File: src/rtl/intr_pkg.sv
package intr_pkg;
  localparam int XLEN        = 64;
  localparam int WORD_BYTES  = 8;
  localparam int FRAME_WORDS = 6;
  localparam int FRAME_BYTES = FRAME_WORDS * WORD_BYTES;
  localparam int SLOT_W      = 3;
  localparam int NUM_SRC     = 4;
  localparam int CTX_REGS    = 7;

  // grant bit positions, also the priority order (lowest bit wins)
  localparam int GR_EXC = 0;
  localparam int GR_HW  = 1;
  localparam int GR_SW  = 2;
  localparam int GR_RET = 3;

  // register-file write mask positions
  localparam int WE_IP = 0;
  localparam int WE_FP = 1;
  localparam int WE_SP = 2;
  localparam int WE_FL = 3;
  localparam int WE_ST = 4;
  localparam int WE_R0 = 5;
  localparam int WE_R1 = 6;

  localparam logic [CTX_REGS-1:0] ENTRY_WE = CTX_REGS'(7'h67);
  localparam logic [CTX_REGS-1:0] RETURN_WE = CTX_REGS'(7'h7f);

  typedef enum logic [1:0] {
    ST_IDLE,
    ST_FETCH,
    ST_PUSH,
    ST_POP
  } seq_state_t;
endpackage

File: src/rtl/intr_arbiter.sv
module intr_arbiter
  import intr_pkg::*;
(
  input  logic               clk,
  input  logic               rst,
  input  logic               idle_i,
  input  logic               mask_i,
  input  logic [NUM_SRC-1:0] req_i,
  output logic [NUM_SRC-1:0] grant_o
);
  logic [NUM_SRC-1:0] eligible;

  always_comb begin
    eligible = req_i;
    if (mask_i) begin
      eligible[GR_EXC] = 1'b0;
      eligible[GR_HW]  = 1'b0;
      eligible[GR_SW]  = 1'b0;
    end
    if (!idle_i) eligible = '0;
  end

  // lowest index wins
  always_comb begin
    grant_o = '0;
    for (int i = NUM_SRC - 1; i >= 0; i--) begin
      if (eligible[i]) grant_o = NUM_SRC'(1) << i;
    end
  end

  assert_grant_onehot_R6: assert property (@(posedge clk) disable iff (rst)
    $onehot0(grant_o));
  assert_grant_priority_R6: assert property (@(posedge clk) disable iff (rst)
    (grant_o[GR_HW] || grant_o[GR_SW] || grant_o[GR_RET]) |-> !req_i[GR_EXC] || mask_i);
  assert_mask_blocks_R7: assert property (@(posedge clk) disable iff (rst)
    mask_i |-> !(grant_o[GR_EXC] || grant_o[GR_HW] || grant_o[GR_SW]));
  assert_no_grant_busy_R8: assert property (@(posedge clk) disable iff (rst)
    !idle_i |-> grant_o == '0);
endmodule

File: src/rtl/intr_vec_decode.sv
module intr_vec_decode
  import intr_pkg::*;
#(
  parameter int IDX_W    = 9,
  parameter int ALIGN_SH = 6
) (
  input  logic [XLEN-1:0]  base_i,
  input  logic [IDX_W-1:0] idx_i,
  input  logic [XLEN-1:0]  word_i,
  output logic [XLEN-1:0]  ent_addr_o,
  output logic             ent_ok_o,
  output logic [XLEN-1:0]  handler_o
);
  localparam int OFS_SH  = $clog2(WORD_BYTES);
  localparam int FIELD_W = XLEN - 5;
  localparam int KEEP_W  = XLEN - ALIGN_SH;

  logic             en_bit;
  logic [3:0]       rsv_bits;
  logic [FIELD_W-1:0] field;

  assign ent_addr_o = base_i + (XLEN'(idx_i) << OFS_SH);
  assign en_bit     = word_i[XLEN-1];
  assign rsv_bits   = word_i[XLEN-2 -: 4];
  assign field      = word_i[FIELD_W-1:0];

  // field bits above KEEP_W would leave the address space after scaling
  assign ent_ok_o  = en_bit && (rsv_bits == 4'b0) &&
                     (field[FIELD_W-1:KEEP_W] == '0);
  assign handler_o = {field[KEEP_W-1:0], {ALIGN_SH{1'b0}}};
endmodule

File: src/rtl/intr_frame_mux.sv
module intr_frame_mux
  import intr_pkg::*;
(
  input  logic [SLOT_W-1:0] slot_i,
  input  logic [XLEN-1:0]   fp_i,
  input  logic [XLEN-1:0]   ip_i,
  input  logic [XLEN-1:0]   flags_i,
  input  logic [XLEN-1:0]   status_i,
  input  logic [XLEN-1:0]   r0_i,
  input  logic [XLEN-1:0]   r1_i,
  output logic [XLEN-1:0]   word_o
);
  always_comb begin
    unique case (slot_i)
      3'd0:    word_o = fp_i;
      3'd1:    word_o = ip_i;
      3'd2:    word_o = flags_i;
      3'd3:    word_o = status_i;
      3'd4:    word_o = r0_i;
      default: word_o = r1_i;
    endcase
  end
endmodule

File: src/rtl/intr_seq.sv
module intr_seq
  import intr_pkg::*;
#(
  parameter int VEC_COUNT = 512,
  parameter int EXC_COUNT = 256,
  parameter int DEPTH_W   = 4,
  parameter int DF_VEC    = 4,
  parameter int ALIGN_SH  = 6
) (
  input  logic                         clk,
  input  logic                         rst,
  input  logic                         mask_i,
  input  logic                         exc_req_i,
  input  logic [$clog2(EXC_COUNT)-1:0] exc_idx_i,
  input  logic [63:0]                  exc_aux_i,
  input  logic                         hw_req_i,
  input  logic [$clog2(VEC_COUNT)-1:0] hw_idx_i,
  input  logic [63:0]                  hw_aux_i,
  input  logic                         sw_req_i,
  input  logic [$clog2(VEC_COUNT)-1:0] sw_idx_i,
  input  logic [63:0]                  sw_aux_i,
  input  logic                         ret_req_i,
  output logic [3:0]                   grant_o,
  output logic                         ready_o,
  input  logic [63:0]                  vtb_i,
  input  logic [63:0]                  ip_i,
  input  logic [63:0]                  fp_i,
  input  logic [63:0]                  sp_i,
  input  logic [63:0]                  flags_i,
  input  logic [63:0]                  status_i,
  input  logic [63:0]                  r0_i,
  input  logic [63:0]                  r1_i,
  output logic                         mem_req_o,
  output logic                         mem_we_o,
  output logic [63:0]                  mem_addr_o,
  output logic [63:0]                  mem_wdata_o,
  input  logic [63:0]                  mem_rdata_i,
  input  logic                         mem_ready_i,
  output logic                         done_o,
  output logic                         err_o,
  output logic [6:0]                   ctx_we_o,
  output logic [63:0]                  ip_o,
  output logic [63:0]                  fp_o,
  output logic [63:0]                  sp_o,
  output logic [63:0]                  flags_o,
  output logic [63:0]                  status_o,
  output logic [63:0]                  r0_o,
  output logic [63:0]                  r1_o
);
  localparam int IDX_W = $clog2(VEC_COUNT);
  localparam int EXC_W = $clog2(EXC_COUNT);
  localparam logic [SLOT_W-1:0] LAST_SLOT = SLOT_W'(FRAME_WORDS - 1);
  localparam logic [DEPTH_W-1:0] DEPTH_MAX = '1;
  localparam logic [XLEN-1:0] STEP = XLEN'(WORD_BYTES);
  localparam logic [XLEN-1:0] FRAME_SPAN = XLEN'(FRAME_BYTES);
  localparam int ILLEGAL_LAST = 2;

  seq_state_t         st;
  logic [SLOT_W-1:0]  slot;
  logic [DEPTH_W-1:0] depth;
  logic [IDX_W-1:0]   idx_q;
  logic [XLEN-1:0]    aux_q, vtb_q, sp_w, hnd_q;
  logic [XLEN-1:0]    fp_s, ip_s, fl_s, st_s, r0_s, r1_s;
  logic [XLEN-1:0]    ent_addr, ent_hnd, push_word;
  logic               ent_ok, dfault, idle;
  logic [NUM_SRC-1:0] reqs;

  assign idle    = (st == ST_IDLE);
  assign ready_o = idle;
  assign reqs    = {ret_req_i, sw_req_i, hw_req_i, exc_req_i};
  assign dfault  = (depth != '0) && (exc_idx_i <= EXC_W'(ILLEGAL_LAST));

  intr_arbiter u_arb (
    .clk     (clk),
    .rst     (rst),
    .idle_i  (idle),
    .mask_i  (mask_i),
    .req_i   (reqs),
    .grant_o (grant_o)
  );

  intr_vec_decode #(.IDX_W(IDX_W), .ALIGN_SH(ALIGN_SH)) u_dec (
    .base_i     (vtb_q),
    .idx_i      (idx_q),
    .word_i     (mem_rdata_i),
    .ent_addr_o (ent_addr),
    .ent_ok_o   (ent_ok),
    .handler_o  (ent_hnd)
  );

  intr_frame_mux u_mux (
    .slot_i   (slot),
    .fp_i     (fp_s),
    .ip_i     (ip_s),
    .flags_i  (fl_s),
    .status_i (st_s),
    .r0_i     (r0_s),
    .r1_i     (r1_s),
    .word_o   (push_word)
  );

  always_comb begin
    mem_req_o   = (st != ST_IDLE);
    mem_we_o    = (st == ST_PUSH);
    mem_wdata_o = push_word;
    unique case (st)
      ST_FETCH: mem_addr_o = ent_addr;
      ST_PUSH:  mem_addr_o = sp_w;
      default:  mem_addr_o = sp_w - STEP;
    endcase
  end

  always_ff @(posedge clk) begin
    if (rst) begin
      st       <= ST_IDLE;
      slot     <= '0;
      depth    <= '0;
      idx_q    <= '0;
      aux_q    <= '0;
      vtb_q    <= '0;
      sp_w     <= '0;
      hnd_q    <= '0;
      fp_s     <= '0;
      ip_s     <= '0;
      fl_s     <= '0;
      st_s     <= '0;
      r0_s     <= '0;
      r1_s     <= '0;
      done_o   <= 1'b0;
      err_o    <= 1'b0;
      ctx_we_o <= '0;
      ip_o     <= '0;
      fp_o     <= '0;
      sp_o     <= '0;
      flags_o  <= '0;
      status_o <= '0;
      r0_o     <= '0;
      r1_o     <= '0;
    end else begin
      done_o   <= 1'b0;
      err_o    <= 1'b0;
      ctx_we_o <= '0;
      unique case (st)
        ST_IDLE: begin
          if (grant_o != '0) begin
            slot <= '0;
            fp_s <= fp_i;
            ip_s <= ip_i;
            fl_s <= flags_i;
            st_s <= status_i;
            r0_s <= r0_i;
            r1_s <= r1_i;
            if (grant_o[GR_RET]) begin
              sp_w <= fp_i + FRAME_SPAN;
              st   <= ST_POP;
            end else begin
              sp_w  <= sp_i;
              vtb_q <= vtb_i;
              st    <= ST_FETCH;
              if (grant_o[GR_EXC]) begin
                idx_q <= dfault ? IDX_W'(DF_VEC) : IDX_W'(exc_idx_i);
                aux_q <= exc_aux_i;
              end else if (grant_o[GR_HW]) begin
                idx_q <= hw_idx_i;
                aux_q <= hw_aux_i;
              end else begin
                idx_q <= sw_idx_i;
                aux_q <= sw_aux_i;
              end
            end
          end
        end
        ST_FETCH: begin
          if (mem_ready_i) begin
            if (!ent_ok) begin
              done_o <= 1'b1;
              err_o  <= 1'b1;
              st     <= ST_IDLE;
            end else begin
              hnd_q <= ent_hnd;
              st    <= ST_PUSH;
            end
          end
        end
        ST_PUSH: begin
          if (mem_ready_i) begin
            sp_w <= sp_w + STEP;
            slot <= slot + 1'b1;
            if (slot == LAST_SLOT) begin
              done_o   <= 1'b1;
              ctx_we_o <= ENTRY_WE;
              ip_o     <= hnd_q;
              sp_o     <= sp_w + STEP;
              fp_o     <= sp_w + STEP - FRAME_SPAN;
              r0_o     <= XLEN'(idx_q);
              r1_o     <= aux_q;
              if (depth != DEPTH_MAX) depth <= depth + 1'b1;
              st <= ST_IDLE;
            end
          end
        end
        ST_POP: begin
          if (mem_ready_i) begin
            sp_w <= sp_w - STEP;
            slot <= slot + 1'b1;
            unique case (slot)
              3'd0: r1_o     <= mem_rdata_i;
              3'd1: r0_o     <= mem_rdata_i;
              3'd2: status_o <= mem_rdata_i;
              3'd3: flags_o  <= mem_rdata_i;
              3'd4: ip_o     <= mem_rdata_i;
              default: begin
                fp_o     <= mem_rdata_i;
                sp_o     <= sp_w - STEP;
                done_o   <= 1'b1;
                ctx_we_o <= RETURN_WE;
                if (depth != '0) depth <= depth - 1'b1;
                st <= ST_IDLE;
              end
            endcase
          end
        end
        default: st <= ST_IDLE;
      endcase
    end
  end

  assert_err_no_write_R2: assert property (@(posedge clk) disable iff (rst)
    (done_o && err_o) |-> ctx_we_o == '0);
  assert_push_step_R3: assert property (@(posedge clk) disable iff (rst)
    (mem_req_o && mem_we_o && mem_ready_i && slot != LAST_SLOT) |=>
      (mem_we_o && mem_addr_o == $past(mem_addr_o) + STEP));
  assert_entry_frame_R4: assert property (@(posedge clk) disable iff (rst)
    (done_o && ctx_we_o == ENTRY_WE) |-> sp_o == fp_o + FRAME_SPAN);
  assert_return_mask_R5: assert property (@(posedge clk) disable iff (rst)
    (done_o && !err_o && ctx_we_o != ENTRY_WE) |-> ctx_we_o == RETURN_WE);
  assert_ready_idle_R8: assert property (@(posedge clk) disable iff (rst)
    ready_o |-> !mem_req_o);
  assert_req_hold_R10: assert property (@(posedge clk) disable iff (rst)
    (mem_req_o && !mem_ready_i) |=>
      (mem_req_o && $stable(mem_addr_o) && $stable(mem_we_o) && $stable(mem_wdata_o)));
  assert_done_pulse_R11: assert property (@(posedge clk) disable iff (rst)
    done_o |=> !done_o);
endmodule

File: config.mk
export PLATFORM = sky130hd
export DESIGN_NAME = intr_seq
export DESIGN_NICKNAME = d
export VERILOG_FILES = /design/src/rtl/intr_pkg.sv /design/src/rtl/intr_arbiter.sv /design/src/rtl/intr_vec_decode.sv /design/src/rtl/intr_frame_mux.sv /design/src/rtl/intr_seq.sv
export SDC_FILE = /design/constraint.sdc
export NUM_CORES = 2
export LEC_CHECK = 0
export CORE_AREA = 2 2 537 539
export DETAILED_ROUTE_END_ITERATION = 8
export DIE_AREA = 0 0 539 541
export SLEW_MARGIN = 40
export SYNTH_ARGS = -nofsm -noshare
export SYNTH_HDL_FRONTEND = slang
export SYNTH_HIERARCHICAL = 1
export SYNTH_SLANG_ARGS = --single-unit
File: constraint.sdc
create_clock -name clk -period 13.7 [get_ports clk]
set_input_delay 3.425 -clock clk [delete_from_list [all_inputs] [get_ports clk]]
set_output_delay 3.425 -clock clk [all_outputs]
set_load 0.005 [all_outputs]
==> results.py <==
metrics = {
    "global_routing": {
        "grt_pass1_wl_mm": 481,
        "antenna_found_initial": 157,
        "grt_start_max_net_pins": 186,
        "overflow": 0,
        "grt_usage_pct": 23.8,
        "grt_pass1_vias": 55326,
    },
    "yosys": {
        "async_flop_share_pct": 0,
        "postSynthAreaPerCell_um2": 7.56,
        "synth_area_um2": 55200,
        "synthFlopType": "dfxtp_1",
        "synth_edf_count": 0,
        "syn_inst": 7300,
        "ys_seq_area_share_pct": 40.3,
        "yosys.cell_types.count": 100,
        "ys_ff_latch": 1110,
        "yosysWarnings": 6,
    },
    "flow_run": {
        "maxCapViolCount": 0,
    },
    "die": {
        "die_area_um2": 292000,
        "ios": 1394,
        "core-area_um2": 286000,
        "initial_utilization_pct": 19.3,
        "die_x_um": 539,
        "fp-row-count": 197,
        "fp.dieH_um": 541,
    },
    "clock_tree": {
        "cts.sinks": 1110,
        "cts_tree": "yes",
        "postCtsSetupBuffers": 0,
        "clk_pin_slew_ns": 0.06,
        "cts_resized": 0,
        "clk_path_buf_depth": 4,
        "cts-hold-fix-buffers": 0,
        "clk-insertion-delay-late_ns": 0.88,
        "cts-root-buf": "clkbuf_16",
        "cts_buffers": 144,
        "htree_levels": 4,
    },
    "worst_hold_path": {
        "holdCritStartpoint": "ip_s[57]",
        "holdPathEnd": "ip_s[57]",
        "hp-class": "flop to flop",
        "min_path_cells": 2,
    },
    "cells_and_area": {
        "final_layout_size_suffix_gt1_share_pct": 6.16,
        "fin_cells": 12227,
        "final_area_um2": 77400,
        "area_growth_pct": 40.3,
        "final_nets": 9108,
        "seq_area_um2": 22200,
        "fill_cells": 31474,
        "multi_input_area_um2": 30100,
    },
    "place": {
        "placedCellCount": 11909,
        "routabilityCongestion": 1.01,
        "dpl_cell_area_um2": 72400,
        "hpwl_mm": 285,
        "port-buffer-count": 1393,
    },
    "timing": {
        "hold_viol": 0,
        "finalSetupViolations": 0,
        "rsz0062_at_grt": "false",
        "fin_skew_ns": 0.0636,
        "relSlewSlack_pct": 33.1,
        "drv_slew": 0,
        "min_period_ns": 9.02,
        "fmax_mhz": 111,
        "finalSetupTns_ns": 0,
        "tightest_slew_ns": 0.997,
        "fin_hold_ws_ns": 0.450,
        "timing.final.crit_share_pct": 65.8,
    },
    "power": {
        "clockPowerShare_pct": 25.5,
        "power_density_nw_per_um2": 195,
        "seq_power_share_pct": 29.0,
        "p_total_mw": 15.1,
        "p_sw_mw": 6.76,
        "vdd_drop_max_mv": 0.177,
        "p_sw_share_pct": 44.8,
        "p_int_mw": 8.33,
        "p_leak_nw": 25.6,
        "p_comb_share_pct": 45.6,
    },
    "critical_path": {
        "path_cells": "or4_1 -> or4_1 -> nor4_4 -> nand3_1 -> nor2_1 -> o21ai_0 -> a221o_1 -> clkdlybuf4s50_1",
        "crit_fanout": 19,
        "crit_top_cell": "or4_1",
        "cp_slowest_stage_delay_ns": 0.82,
        "r2r_start": "sp_w[4]",
        "crit_slowest_cell": "nor2_1",
        "critPathLaunchType": "flop",
        "cp_data_arrival_time_ns": 5.59,
        "path_class": "flop to output port",
        "reg2reg_slack_ns": 7.61,
        "r2r-end": "fp_o[58]",
        "cp-end-kind": "output port",
        "r2r_cells": 11,
        "required_ns": 10.27,
    },
    "routing": {
        "drc": 0,
        "avgRoutedWirePerCell_um": 29.8,
        "drtPass1Iterations": 7,
        "detail-route-antenna-nets": 0,
        "vias": 59202,
        "drt-initial-drc-count": 5889,
        "drt_wl_total_mm": 365,
        "vias_per_cell": 4.84,
    },
    "status": {
        "status": "complete, no violations",
    },
}
## Yosys cell counts (all sizes together) (9+ instances only)
| library cell | count | area (um2) |
|---|---|---|
| xor2 | 120 | 1050 |
| nor2b | 12 | 75.1 |
| nand3 | 154 | 771 |
| clkbuf | 530 | 1990 |
| a311oi | 69 | 604 |
| buf | 176 | 1060 |
| nor3 | 117 | 613 |
| dfxtp | 1110 | 22200 |
| nand2b | 10 | 62.6 |
| a221o | 26 | 260 |
| a211o | 13 | 114 |
| inv | 53 | 199 |
| and3 | 45 | 282 |
| a211oi | 171 | 1280 |
| a221oi | 71 | 622 |
| mux4 | 38 | 856 |
| a21oi | 982 | 4910 |
| xnor2 | 148 | 1300 |
| or4 | 20 | 161 |
| and2 | 13 | 81.3 |
| nand4 | 52 | 353 |
| ha | 24 | 300 |
| or2 | 14 | 87.6 |
| or3 | 39 | 249 |
| o21ai | 291 | 1460 |
| a31oi | 23 | 144 |
| and4 | 22 | 193 |
| a21o | 9 | 67.6 |
| nor2 | 486 | 1830 |
| o211ai | 45 | 338 |
| mux2 | 22 | 248 |
| nor4 | 49 | 408 |
| o21a | 12 | 97.6 |
| mux2i | 254 | 2540 |
| nand2 | 1980 | 7430 |
## metal layers
| metal | GRT usage, % | wire (um) | share of wire [%] |
|---|---|---|---|
| met5 | 0 | 198 | 0.054 |
| met4 | 18.1 | 32600 | 8.9 |
| met3 | 5.68 | 27200 | 7.5 |
| met2 | 41.3 | 176000 | 48 |
| met1 | 25.0 | 128000 | 35 |
## how the worst max path moves through the flow
stage / startpoint / endpoint / slack (ns) / depth (start not counted)
2_1_floorplan: exc_req_i / grant_o[3] / 6.48 / 2
3_3_place_gp: hw_req_i / grant_o[1] / 4.88 / 4
3_5_place_dp: hw_req_i / grant_o[1] / 4.88 / 4
4_1_cts: sp_w[16] / mem_addr_o[54] / 4.81 / 8
5_1_grt: sp_w[16] / mem_addr_o[54] / 4.59 / 8
6_report: sp_w[16] / mem_addr_o[54] / 4.68 / 8
## cell type report
| class | instances | area share [%] |
|---|---|---|
| diodes | 64 | 0.207 |
| clock buffers | 212 | 5.33 |
| clock inverters | 36 | 0.626 |
| inverters | 54 | 0.272 |
| multi-input cells | 5435 | 38.9 |
| flip-flops and latches | 1110 | 28.7 |
| well taps | 3781 | 6.11 |
| repair buffers | 1535 | 19.9 |
## through the flow
stage               utilization, %  worst slack (ns)
global route                  27.0              4.59
finish                        27.0              4.68
floorplan                        -              6.48
global placement              25.2              4.88
detailed placement            25.3              4.88
CTS                           26.9              4.81
## critical path: cells and delay by family (launching register included)
kind	cells	cell delay, ns
DFF	1	0.51
buffers and inverters	1	0.59
AOI/OAI and AO/OA	2	0.52
and+or+nand+nor	5	3.09
## cell usage in the layout, fill, tap and decap left out, types with 41 or more instances in the layout
master	instances
a221oi_1	71
o21ai_0	283
diode_2	64
clkbuf_1	41
mux2i_1	254
and3_1	42
a311oi_1	69
nand2_1	1980
buf_4	98
clkbuf_16	144
inv_1	50
xor2_1	116
nor2_1	481
nand4_1	49
nand3_1	151
nor3_1	113
dfxtp_1	1107
clkdlybuf4s50_1	1384
a211oi_1	170
o211ai_1	45
a21oi_1	980
xnor2_1	141
## logic make-up after synthesis
kind of cell	count (synthesis)	synth area share [%]
AND/OR/NAND/NOR	3042	23.3
AO/OA/AOI/OAI	1779	19.1
flip-flops	1110	40.3
buffers and inverters	760	5.89
multiplexers	314	6.61
XOR/XNOR	268	4.25
adder cells (fa/ha/maj)	26	0.617
other	1	0.00679
## power groups by stage
| stage | Sequential [mW] | Combinational [mW] | Clock [mW] |
|---|---|---|---|
| final | 4.37 | 6.87 | 3.84 |
| after detailed placement | 4.42 | 6.80 | 0 |
| after global routing | 4.42 | 7.28 | 4.06 |
| after global placement | 4.40 | 6.75 | 0 |
| after floorplan | 4.09 | 3.58 | 0 |
| after CTS | 4.35 | 6.82 | 3.94 |
Note: power is estimated with default switching activity, not from simulation.
